File: src/rtl/xcvr_pkg.sv
package xcvr_pkg;

  // Storage takes a new word when transparent or when a strobe fall is seen.
  function automatic logic load_now(logic transparent, logic strobe_fell);
    return transparent | strobe_fell;
  endfunction

  // Output selector: the live input in transparent mode, otherwise the stored word.
  function automatic logic [63:0] pick_word(logic transparent, logic [63:0] live,
                                            logic [63:0] held);
    return transparent ? live : held;
  endfunction

  // Translate a raw enable pin into a drive strobe for a given polarity.
  function automatic logic drive_on(logic raw, bit active_low);
    return active_low ? ~raw : raw;
  endfunction

endpackage

File: src/rtl/xcvr_fall_detect.sv
module xcvr_fall_detect (
  input  logic clk,
  input  logic rst,
  input  logic level,
  output logic fell
);
  logic level_q;

  always_ff @(posedge clk) begin
    if (rst) level_q <= 1'b0;
    else     level_q <= level;
  end

  assign fell = level_q & ~level;
endmodule

File: src/rtl/xcvr_hold_reg.sv
module xcvr_hold_reg
  import xcvr_pkg::*;
#(
  parameter int W = 18
) (
  input  logic         clk,
  input  logic         rst,
  input  logic         transparent,
  input  logic         strobe_fell,
  input  logic [W-1:0] din,
  output logic [W-1:0] dout
);
  localparam int PadW = 64 - W;

  logic [W-1:0]  held_q;
  logic [63:0]   sel_wide;

  always_ff @(posedge clk) begin
    if (rst)                                 held_q <= '0;
    else if (load_now(transparent, strobe_fell)) held_q <= din;
  end

  assign sel_wide = pick_word(transparent, {{PadW{1'b0}}, din}, {{PadW{1'b0}}, held_q});
  assign dout     = sel_wide[W-1:0];
endmodule

File: src/rtl/xcvr_path.sv
module xcvr_path
  import xcvr_pkg::*;
#(
  parameter int W             = 18,
  parameter bit OE_ACTIVE_LOW = 1'b0
) (
  input  logic         clk,
  input  logic         rst,
  input  logic [W-1:0] din,
  input  logic         latch_en,
  input  logic         strobe,
  input  logic         enable_raw,
  output logic [W-1:0] dout,
  output logic         drive,
  output logic         capture
);
  xcvr_fall_detect u_edge (
    .clk   (clk),
    .rst   (rst),
    .level (strobe),
    .fell  (capture)
  );

  xcvr_hold_reg #(.W(W)) u_store (
    .clk         (clk),
    .rst         (rst),
    .transparent (latch_en),
    .strobe_fell (capture),
    .din         (din),
    .dout        (dout)
  );

  generate
    if (OE_ACTIVE_LOW) begin : g_oe_low
      assign drive = drive_on(enable_raw, 1'b1);
    end else begin : g_oe_high
      assign drive = drive_on(enable_raw, 1'b0);
    end
  endgenerate
endmodule

File: src/rtl/bidir_latch_xcvr.sv
module bidir_latch_xcvr #(
  parameter int W = 18
) (
  input  logic         clk,
  input  logic         rst,
  input  logic [W-1:0] a_in,
  output logic [W-1:0] a_out,
  output logic         a_oe,
  input  logic [W-1:0] b_in,
  output logic [W-1:0] b_out,
  output logic         b_oe,
  input  logic         ab_latch_en,
  input  logic         ab_strobe,
  input  logic         ab_drive,
  input  logic         ba_latch_en,
  input  logic         ba_strobe,
  input  logic         ba_drive_n
);
  // Load events of each path, named for the bound checker.
  logic ab_capture;
  logic ba_capture;

  xcvr_path #(.W(W), .OE_ACTIVE_LOW(1'b0)) u_ab (
    .clk        (clk),
    .rst        (rst),
    .din        (a_in),
    .latch_en   (ab_latch_en),
    .strobe     (ab_strobe),
    .enable_raw (ab_drive),
    .dout       (b_out),
    .drive      (b_oe),
    .capture    (ab_capture)
  );

  xcvr_path #(.W(W), .OE_ACTIVE_LOW(1'b1)) u_ba (
    .clk        (clk),
    .rst        (rst),
    .din        (b_in),
    .latch_en   (ba_latch_en),
    .strobe     (ba_strobe),
    .enable_raw (ba_drive_n),
    .dout       (a_out),
    .drive      (a_oe),
    .capture    (ba_capture)
  );
endmodule

File: config.mk
export PLATFORM = sky130hd
export DESIGN_NAME = bidir_latch_xcvr
export DESIGN_NICKNAME = d
export VERILOG_FILES = /design/src/rtl/xcvr_pkg.sv /design/src/rtl/xcvr_fall_detect.sv /design/src/rtl/xcvr_hold_reg.sv /design/src/rtl/xcvr_path.sv /design/src/rtl/bidir_latch_xcvr.sv
export SDC_FILE = /design/constraint.sdc
export NUM_CORES = 1
export LEC_CHECK = 0
export ABC_AREA = 1
export BUFFER_PORTS_ARGS = -buffer_cell sky130_fd_sc_hd__buf_2
export CORE_MARGIN = 2
export CORE_UTILIZATION = 52
export DETAILED_ROUTE_END_ITERATION = 7
export MAX_ROUTING_LAYER = met4
export PLACE_DENSITY = 0.81
export RECOVER_POWER = 100
export SLEW_MARGIN = 15
export SYNTH_ARGS = -nofsm -noshare
export SYNTH_HDL_FRONTEND = slang
export SYNTH_SLANG_ARGS = --single-unit
File: constraint.sdc
create_clock -name clk -period 2.3 [get_ports clk]
set_clock_uncertainty 0.1 [all_clocks]
set_input_delay 0.23 -clock clk [delete_from_list [all_inputs] [get_ports clk]]
set_output_delay 0.23 -clock clk [all_outputs]
set_load 0.02 [all_outputs]
# Word level (Yosys, flattened, before mapping)
# Cells that the tools add are included.
# totals
ff_bits,38
output_inout_bits,38
wordCells,13
# classes
bitwise,7
mux,2
# op_table
operator,n
two-way mux 18 bit,2
NOT 1 bit,3
AND 1 bit,2
bitwise OR 1 bit,2

# Longest topological paths before layout
# Gate-level depths: netlist (run 1).
# depth
word_depth,3
depth_mapped,7

# Cells and area by module
# Synthesis (run 1) repeated with hierarchy kept, for this count alone.
# unflattened
hier_cells,322
area_unflattened_um2,1980.6
# by_module_without_submodules
module,n_inst,cells_per_inst,area_per_inst_um2,seq_area_each_um2
xcvr_hold_reg,2,155,947.2,360.3
xcvr_fall_detect,2,5,37.5,20.0
xcvr_path (u_ab),1,1,7.5,0.0
xcvr_path (u_ba),1,1,3.8,0.0

# Least setup slack after synthesis (run 1)
# OpenSTA, ideal clock, no wires.
# synth_timing
path_type,in2out
start,in ab_latch_en
end,out b_out[15]
stages,3
t_arrival_ps,1011
slack_ps,959
path_buffers,2
cell_sequence,buf_6 buf_2 o21ai_0
# synth_via
elab_chain_len,1
# synth_rtl
item,line,rtl
start: declaration,bidir_latch_xcvr.sv:12,"input logic ab_latch_en,"
two-way mux 18 bit,xcvr_pkg.sv:11,return transparent ? live : held;
end: declaration,bidir_latch_xcvr.sv:10,"output logic [W-1:0] b_out,"
# Every way passes these cells.

# Worst setup path in the final report (run 1)
# layout_timing
start,reg u_ba.u_edge.level_q
end,reg u_ba.u_store.held_q[9]
# layout_via
elab_chain_len,2
# layout_rtl
item,line,rtl
start: declaration,xcvr_fall_detect.sv:7,logic level_q;
start signal: assignment,xcvr_fall_detect.sv:11,else level_q <= level;
AND 1 bit,xcvr_fall_detect.sv:14,assign fell = level_q & ~level;
bitwise OR 1 bit,xcvr_pkg.sv:5,return transparent | strobe_fell;
end signal: assignment,xcvr_hold_reg.sv:20,"else if (load_now(transparent, strobe_fell)) held_q <= din;"
end: declaration,xcvr_hold_reg.sv:15,logic [W-1:0] held_q;
# Every way passes these cells.
# A chain may end at the register's enable or synchronous reset.

==> results of run 1 <==
-- synth_stat cells, drive strengths merged --
cell	instances
clkinv	1
o21ai	36
inv	42
clkbuf	3
nor2	74
buf	15
a21oi	1
nand2	82
nand3	29
dfxtp	38
-- power by group through the flow --
stage / clock network [mW] / registers, mW / logic [mW]
6_report: 0.573 / 0.724 / 0.360
3_5_place_dp: 0 / 0.739 / 0.374
2_1_floorplan: 0 / 0.735 / 0.272
4_1_cts: 0.581 / 0.724 / 0.376
5_1_grt: 0.606 / 0.730 / 0.408
3_3_place_gp: 0 / 0.737 / 0.369
-- per-layer routing --
layer	vias up	part of all wire	track usage
met5	-	0	-
met4	0	0.0095	0.0612
met3	4	0.061	0.0562
met2	50	0.46	0.365
met1	831	0.47	0.250
li1	1108	-	-
-- sequential cells by signal, indices dropped and copies added (netlist names) --
signal               count
u_ba.u_store.held_q     18
u_ab.u_edge.level_q      1
u_ab.u_store.held_q     18
u_ba.u_edge.level_q      1
-- metrics by stage --
step / utilization / cell area, um^2 / setup WS [ps] / hold slack [ps] / instances
floorplan: - / 2000 / 959 / 202 / 321
global placement: 0.636 / 2340 / 739 / 327 / 431
detailed placement: 0.636 / 2340 / 710 / 328 / 431
CTS: 0.666 / 2460 / 810 / 15.9 / 438
global route: 0.654 / 2410 / 471 / 23.7 / 438
finish: 0.654 / 2410 / 615 / 17.1 / 438
-- cell type report --
cell class                      count  area, um^2  share of cell area
Timing Repair Buffer               80         360               0.149
Clock inverter                      1        30.0              0.0124
Multi-Input combinational cell    222         955               0.396
Sequential cell                    38         761               0.315
Inverter                           43         164              0.0679
Clock buffer                        6        82.6              0.0342
Tap cell                           48        60.1              0.0249
-- final timing paths --
path	cells after the start	slack [ps]	endpoint	start
min	2	20	u_ba.u_edge.level_q$_SDFF_PP0_	rst
max reg2reg	5	610	u_ba.u_store.held_q[9]$_SDFFE_PP0P_	u_ba.u_edge.level_q$_SDFF_PP0_
min reg2reg	2	390	u_ba.u_store.held_q[11]$_SDFFE_PP0P_	u_ba.u_store.held_q[11]$_SDFFE_PP0P_
max	5	610	u_ba.u_store.held_q[9]$_SDFFE_PP0P_	u_ba.u_edge.level_q$_SDFF_PP0_
-- cells by family (layout without fill, tap and decap cells) --
family | count (synthesis) | after routing
buffers and inverters | 61 | 130
AND/OR/NAND/NOR | 185 | 185
flip-flops | 38 | 38
AO/OA/AOI/OAI | 37 | 37
==> impl_metrics.py, run 1 <==
metrics = {
    "run_status": {
        "status": "completed",
    },
    "route": {
        "drc": 0,
        "post_drt_wl_per_cell_um": 9.60,
        "dr.first_iter.drc_count": 91,
        "drt-pass1-iter-count": 4,
        "drt-total-wl_um": 4200,
        "via_count": 1993,
        "ant_nets": 0,
        "vias_per_cell": 4.55,
    },
    "clock_network": {
        "htreeDepth": 2,
        "clk_pin_slew_worst_paths_ps": 70,
        "cts_resized": 0,
        "cts_buffers": 5,
        "clock_path_buffers": 2,
        "cts_tree": "yes",
        "cts.sinks": 38,
        "cts.hold.buffers_added": 0,
        "postCtsSetupRepairBufs": 0,
        "insertion_delay_ps": 290,
        "cts-root-buf": "clkbuf_8",
    },
    "floorplanning": {
        "start_util": 0.543,
        "rows": 22,
        "fp.dieW_um": 66.1,
        "io_pins": 82,
        "die_y_um": 66.1,
        "coreArea_um2": 3690,
        "dieArea_um2": 4370,
    },
    "global_routing": {
        "grt_max_degree": 39,
        "track_usage": 0.215,
        "grt_pass1_wl_um": 7130,
        "grt.overflow.total": 0,
        "antenna_found_initial": 0,
        "grt_pass1_vias": 1722,
    },
    "synth": {
        "synth_top_family_by_area": "simple AND/OR/NAND/NOR gates",
        "yosys_warnings": 0,
        "synth.distinct_cells": 16,
        "synthXorXnorAreaFrac": 0,
        "synth_area_leaders": "dfxtp_1 (38%), nand2_1 (15%), nor2_1 (12%)",
        "synthesis.nets": 365,
        "synth_adder_area_share": 0,
        "synth_top_area_share": 0.380,
        "synth_seq_cells": 38,
        "synth_cells": 321,
        "yosys.area_share.simple": 0.380,
        "synth_seq_area_share": 0.380,
        "synth_compound_area_frac": 0.0980,
        "synth_top_area_cell": "dfxtp_1",
        "synthMuxAreaShare": 0,
        "synth.avg_cell_area_um2": 6.24,
        "netlist_area_um2": 2000,
    },
    "power": {
        "seq_power_share": 0.437,
        "power_density_nw_per_um2": 687,
        "clkPwrFrac": 0.346,
        "fin_total_pwr_mw": 1.66,
        "pwr-share-comb": 0.217,
        "ir_drop_mv": 0.470,
        "swShare": 0.291,
        "switchingPower_mw": 0.482,
        "cellLeakagePower_nw": 1.22,
        "p_int_mw": 1.17,
    },
    "timing": {
        "setup_violations": 0,
        "finalSetupTns_ps": 0,
        "slew_viol_final": 0,
        "grt_setup_unrepaired": "false",
        "hold_violations": 0,
        "fmax_mhz": 593,
        "relSlewSlack": 0.559,
        "tightestPinTransition_ps": 662,
        "min_period_over_period": 0.733,
        "fin_crit_ps": 1690,
    },
    "setup_path": {
        "cpPeakStageDelay_ps": 430,
        "cp.required_ps": 2390,
        "cp-end-kind": "flip-flop",
        "crit_chain": "nand2_1 > nand2_1 > inv_1 > nor2_1 > nor2_1",
        "slowest_stage": "nand2_1",
        "crit_family": "simple AND/OR/NAND/NOR gates",
        "cp-start-kind": "flip-flop",
        "crit_type": "flip-flop to flip-flop",
        "cp.arrival_ps": 1770,
        "critPathMaxFanout": 15,
        "crit_buf_inv": 1,
    },
    "cells_and_area": {
        "final_layout_size_suffix_gt1_frac": 0.172,
        "nNetsFinal": 434,
        "antenna_cells": 0,
        "final_common_cell": "nand2_1",
        "areaGrowthSynthToFinish_pct": 20.3,
        "num-fill-cells": 382,
        "final_cell_mix": "nand2_1 (81), nor2_1 (64), buf_2 (44), inv_1 (40), dfxtp_1 (38)",
    },
    "placed_design": {
        "dp_hpwl_um": 3010,
        "numPortBuffers": 79,
        "gp_congestion": 0.830,
    },
    "hold_path": {
        "hold_path_class": "input pin to flip-flop",
    },
    "flow_run": {
        "timing.max_cap.violations": 0,
    },
}
Note: power is estimated with default switching activity, not from simulation.
==> run 2: changes to the inputs <==
ABC_AREA = 0   (was 1)
CORE_UTILIZATION = 49   (was 52)
PLACE_DENSITY = 0.76   (was 0.81)
clock period = 1.7 ns   (was 2.3 ns; I/O delays follow)
==> run 2 against run 1 <==
  * Cell area is 6.4% higher
  * Hold slack better by 32 ps
  * Via count down 20%
  * Combinational power grew 33%
  * Synthesized cell count fell by 36%
  * Register-to-register slack worse by 20 ps
  * Global-route usage shrank 5.4 points
  * Sequential share of layout area shrank 1.9 points
  * Worst setup slack got worse by 350 ps
  * Largest power group unchanged
==> impl_metrics.py, run 2 <==
metrics = {
    "synth": {
        "netlist_top_cells_count": "nand2b_1 (72), dfxtp_1 (38), mux2_2 (36), mux2i_1 (36), clkbuf_1 (7)",
        "synthesis.nets": 250,
        "synthArstFlopShare": 0,
        "synth.avg_cell_area_um2": 10.5,
        "netlist_area_um2": 2170,
        "synth_top_area_cell": "dfxtp_1",
        "synth_top_area_share": 0.351,
        "yosys_warnings": 0,
        "synth_edf_count": 0,
        "synth_cells": 206,
        "synth.distinct_cells": 12,
        "yosys_most_used_dff": "dfxtp_1",
        "synth_area_leaders": "dfxtp_1 (35%), nand2b_1 (21%), mux2_2 (19%)",
        "synth_seq_cells": 38,
        "synth_seq_area_share": 0.351,
        "synth.most_common_cell": "nand2b_1",
    },
    "route": {
        "post_drt_wl_per_cell_um": 11.5,
        "dr_wl_met3_um": 255,
        "drc": 0,
        "vias_per_cell": 4.85,
        "top_layer_used": "met4",
        "dr.first_iter.drc_count": 75,
        "ant_nets": 0,
        "dr_wl_met2_um": 1750,
        "drt-pass1-iter-count": 4,
        "drt-total-wl_um": 3790,
        "via_count": 1602,
        "m1WireLength_um": 1740,
    },
    "setup_path": {
        "startpoint": "ab_latch_en",
        "cp-start-kind": "input pin",
        "crit_chain": "clkbuf_2 > mux2_2 > clkbuf_1",
        "cp.arrival_ps": 1160,
        "crit_buf_inv": 2,
        "cp-end-kind": "output pin",
        "cpPeakStageDelay_ps": 410,
        "crit_type": "input pin to output pin",
        "r2r_slack_ps": 590,
        "r2r_start": "u_ab.u_edge.level_q$_SDFF_PP0_",
        "slowest_stage": "clkbuf_2",
        "critPathMaxFanout": 19,
        "cp.required_ps": 1430,
        "crit_family": "buffers and inverters",
    },
    "clock_network": {
        "cts_tree": "yes",
        "cts.hold.buffers_added": 0,
        "cts_buffers": 5,
        "cts_resized": 0,
        "cts.sinks": 38,
        "clk_pin_slew_worst_paths_ps": 70,
        "insertion_delay_ps": 280,
        "clock_path_buffers": 2,
        "postCtsSetupRepairBufs": 0,
        "cts-root-buf": "clkbuf_8",
        "htreeDepth": 2,
    },
    "timing": {
        "fin_crit_ps": 1430,
        "finalSetupTns_ps": 0,
        "grt_setup_unrepaired": "false",
        "min_period_over_period": 0.843,
        "hold_violations": 0,
        "tightestPinTransition_ps": 961,
        "relSlewSlack": 0.359,
        "fmax_mhz": 698,
        "slew_viol_final": 0,
        "hold-worst-slack_ps": 48.9,
        "setup_violations": 0,
    },
    "cells_and_area": {
        "antenna_cells": 0,
        "final_cell_mix": "nand2b_1 (72), buf_2 (42), dfxtp_1 (38), clkbuf_1 (37)",
        "final_layout_size_suffix_gt1_frac": 0.324,
        "nNetsFinal": 322,
        "final_common_cell": "nand2b_1",
        "largestRegisters": "u_ab.u_store.held_q: 18 flops, u_ba.u_store.held_q: 18 flops",
        "areaGrowthSynthToFinish_pct": 18.4,
    },
    "floorplanning": {
        "dieArea_um2": 4970,
        "fp.dieW_um": 70.5,
        "coreArea_um2": 4290,
        "rows": 24,
        "start_util": 0.505,
        "die_y_um": 70.5,
        "io_pins": 82,
    },
    "global_routing": {
        "grt_pass1_wl_um": 6320,
        "grt_max_degree": 75,
        "antenna_found_initial": 0,
        "track_usage": 0.161,
        "grt_pass1_vias": 1449,
        "grt.overflow.total": 0,
    },
    "power": {
        "cellLeakagePower_nw": 1.11,
        "ir_drop_mv": 0.437,
        "power_density_nw_per_um2": 789,
    },
    "hold_path": {
        "min_from": "b_in[3]",
        "hold_path_class": "input pin to flip-flop",
    },
    "placed_design": {
        "dp_hpwl_um": 2630,
        "gp_congestion": 0.698,
        "numPortBuffers": 79,
    },
    "flow_run": {
        "timing.max_cap.violations": 0,
    },
    "run_status": {
        "status": "completed",
    },
}
==> run 2: worst register-to-register path: stages, from the launching register on <==
cell and delay [ps]:
dfxtp_1 320, a21oi_4 200, buf_12 210, mux2i_1 200
==> run 2: report_power, final <==
| group | internal (mW) | leakage, nW | switching (mW) |
|---|---|---|---|
| sequential | 0.952 | 0.315 | 0.0307 |
| clock | 0.282 | 0.0383 | 0.280 |
| combinational | 0.225 | 0.760 | 0.254 |
==> run 2: final timing paths <==
check | end | cells past startpoint
max reg2reg | u_ab.u_store.held_q[13]$_SDFFE_PP0P_ | 3
min reg2reg | u_ba.u_store.held_q[11]$_SDFFE_PP0P_ | 2
max | b_out[9] | 3
min | u_ba.u_store.held_q[3]$_SDFFE_PP0P_ | 3
==> run 2: layer usage <==
layer / up-vias / global-route usage
li1: 816 / -
met1: 730 / 0.198
met2: 51 / 0.258
met3: 5 / 0.0462
met4: 0 / 0.0449
met5: - / -
==> run 2: through the flow <==
| step | std cells | instance area [um^2] | power [mW] | setup slack, ps | util |
|---|---|---|---|---|---|
| detailed placement | 323 | 2550 | 1.51 | 311 | 0.594 |
| CTS | 330 | 2630 | 2.08 | 308 | 0.611 |
| global route | 330 | 2570 | 2.13 | 217 | 0.598 |
| finish | 330 | 2570 | 2.02 | 268 | 0.598 |
| global placement | 323 | 2550 | 1.50 | 318 | 0.594 |
| floorplan | 206 | 2170 | 1.37 | 575 | - |
==> run 2: cells by family (layout without fill, tap and decap cells) <==
family | after synthesis | count (layout) | synth area share
buffers and inverters | 20 | 92 | 0.0693
and+or+nand+nor | 74 | 74 | 0.211
muxes | 72 | 72 | 0.353
AOI/OAI and AO/OA | 2 | 2 | 0.0150
DFF | 38 | 38 | 0.351
==> run 2: layout make-up <==
type | instances | area, um^2
repair buffers | 82 | 397
fillers | 420 | 1730
clock buffers | 7 | 76.3
multi-input cells | 148 | 1260
inverters | 3 | 11.3
flip-flops and latches | 38 | 761
well taps | 52 | 65.1
==> run 3: changes to the inputs <==
CORE_UTILIZATION = 44   (was 49)
PLACE_DENSITY = 0.72   (was 0.76)
clock period = 1.3 ns   (was 1.7 ns; I/O delays follow)
==> run 3 against run 2 <==
  * The run now ends with hold timing left
  * Register-to-register slack worse by 510 ps
  * Cell area is 9.0% higher
  * Hold slack worse by 57 ps
  * Critical path type is now flip-flop to output pin
  * Critical endpoint is now a_out[17]
==> impl_metrics.py, run 3 (synthesis results as in run 2) <==
metrics = {
    "run_status": {
        "status": "finished with violations",
        "violations": "hold timing",
    },
    "cells_and_area": {
        "final_cell_mix": "nand2b_1 (72), buf_2 (40), dfxtp_1 (38), mux2_2 (36), mux2i_1 (36)",
        "largestRegisters": "u_ab.u_store.held_q: 18 flops, u_ba.u_store.held_q: 18 flops",
        "num-fill-cells": 427,
        "areaGrowthSynthToFinish_pct": 29.1,
        "final_common_cell": "nand2b_1",
        "antenna_cells": 0,
        "nNetsFinal": 336,
        "fin_util": 0.592,
        "final_layout_size_suffix_gt1_frac": 0.438,
        "instances_no_fill": 359,
    },
    "setup_path": {
        "cp-start-kind": "flip-flop",
        "critPathMaxFanout": 2,
        "crit_type": "flip-flop to output pin",
        "cp-end-kind": "output pin",
        "cp.arrival_ps": 1030,
        "cp.required_ps": 1070,
    },
    "global_routing": {
        "grt_pass1_vias": 1544,
        "grt.overflow.total": 0,
        "grt_pass1_wl_um": 6290,
        "track_usage": 0.155,
        "grtUsageMet2": 0.265,
        "use_met1": 0.174,
        "grt_max_degree": 36,
        "grt.busiest_layer": "met2",
        "use_met3": 0.0461,
        "antenna_found_initial": 0,
    },
    "timing": {
        "setup_violations": 0,
        "tightestPinTransition_ps": 644,
        "fmax_mhz": 794,
        "fin_crit_ps": 1260,
        "relSlewSlack": 0.570,
        "min_period_over_period": 0.969,
        "finalSetupTns_ps": 0,
        "slew_viol_final": 0,
        "grt_setup_unrepaired": "false",
        "hold-worst-slack_ps": -8.14,
        "hold_violations": 1,
    },
    "route": {
        "post_drt_wl_per_cell_um": 11.2,
        "via_count": 1632,
        "ant_nets": 0,
        "dr.first_iter.drc_count": 43,
        "drt-pass1-iter-count": 4,
        "drc": 0,
        "drt-total-wl_um": 4020,
        "vias_per_cell": 4.55,
    },
    "power": {
        "ir_drop_mv": 0.504,
        "clkPwrFrac": 0.274,
        "swShare": 0.281,
        "fin_total_pwr_mw": 2.73,
        "p_int_mw": 1.96,
        "switchingPower_mw": 0.769,
        "power_density_nw_per_um2": 977,
        "cellLeakagePower_nw": 1.30,
        "seq_power_share": 0.470,
        "pwr-share-comb": 0.257,
    },
    "floorplanning": {
        "start_util": 0.459,
        "fp.dieW_um": 74.2,
        "rows": 25,
        "coreArea_um2": 4720,
        "die_y_um": 74.2,
        "dieArea_um2": 5500,
        "io_pins": 82,
    },
    "clock_network": {
        "postCtsSetupRepairBufs": 0,
        "clk_pin_slew_worst_paths_ps": 70,
        "clock_path_buffers": 2,
        "cts_buffers": 5,
        "cts-root-buf": "clkbuf_8",
        "cts_tree": "yes",
        "insertion_delay_ps": 280,
        "cts.sinks": 38,
        "htreeDepth": 2,
    },
    "flow_run": {
        "timing.max_cap.violations": 0,
    },
    "placed_design": {
        "dp.cells": 342,
        "numPortBuffers": 79,
        "dp_hpwl_um": 2850,
        "gp_congestion": 0.705,
    },
    "hold_path": {
        "hold_path_class": "input pin to flip-flop",
    },
}
## run 3: worst paths after layout
kind	start	to	slack (ps)	depth (start not counted)
worst max-delay path	u_ba.u_store.held_q[17]$_SDFFE_PP0P_	a_out[17]	40	2
worst min-delay path	ab_strobe	u_ab.u_edge.level_q$_SDFF_PP0_	-8	3
worst max register to register	u_ab.u_edge.level_q$_SDFF_PP0_	u_ab.u_store.held_q[4]$_SDFFE_PP0P_	80	3
worst min register to register	u_ba.u_store.held_q[15]$_SDFFE_PP0P_	u_ba.u_store.held_q[15]$_SDFFE_PP0P_	380	2
## run 3: repair_timing
action | in CTS | in global routing
resized for setup | 2 | 1
endpoints found under the setup margin | 2 | 7
pin swaps | 0 | 1
hold endpoints to repair | 10 | 0
gates cloned | 0 | 1
hold buffers | 10 | 0
## run 3: final cells by class
class | instances | area (um^2) | share of cell area
multi-input combinational | 148 | 1240 | 0.445
sequential | 38 | 761 | 0.272
timing repair buffer | 96 | 618 | 0.221
tap | 67 | 83.8 | 0.0300
clock buffer | 5 | 68.8 | 0.0246
inverter | 3 | 11.3 | 0.00403
clock inverter | 2 | 10.0 | 0.00358
## run 3: stage by stage
step | setup WS [ps] | cell area, um^2
final | 40.5 | 2800
after global routing | 1.68 | 2800
after CTS | 24.8 | 2790
after detailed placement | -21.0 | 2610
after global placement | -17.2 | 2610
after floorplan | 255 | 2170
## run 3: worst max-delay path, cell delays in order (launching register included)
cell and delay [ps]:
dfxtp_1 310, mux2_2 270, buf_2 160
## run 3: power groups by stage
stage	logic, mW	registers, mW	clock network, mW
2_1_floorplan	0.491	1.30	0
3_3_place_gp	0.668	1.31	0
3_5_place_dp	0.679	1.31	0
4_1_cts	0.706	1.29	0.789
5_1_grt	0.761	1.29	0.827
6_report	0.702	1.28	0.748
## run 3: routing by layer
layer / routed length (um) / part of all wire
met5: 0 / 0
met4: 22 / 0.0055
met3: 237 / 0.059
met2: 1870 / 0.47
met1: 1890 / 0.47
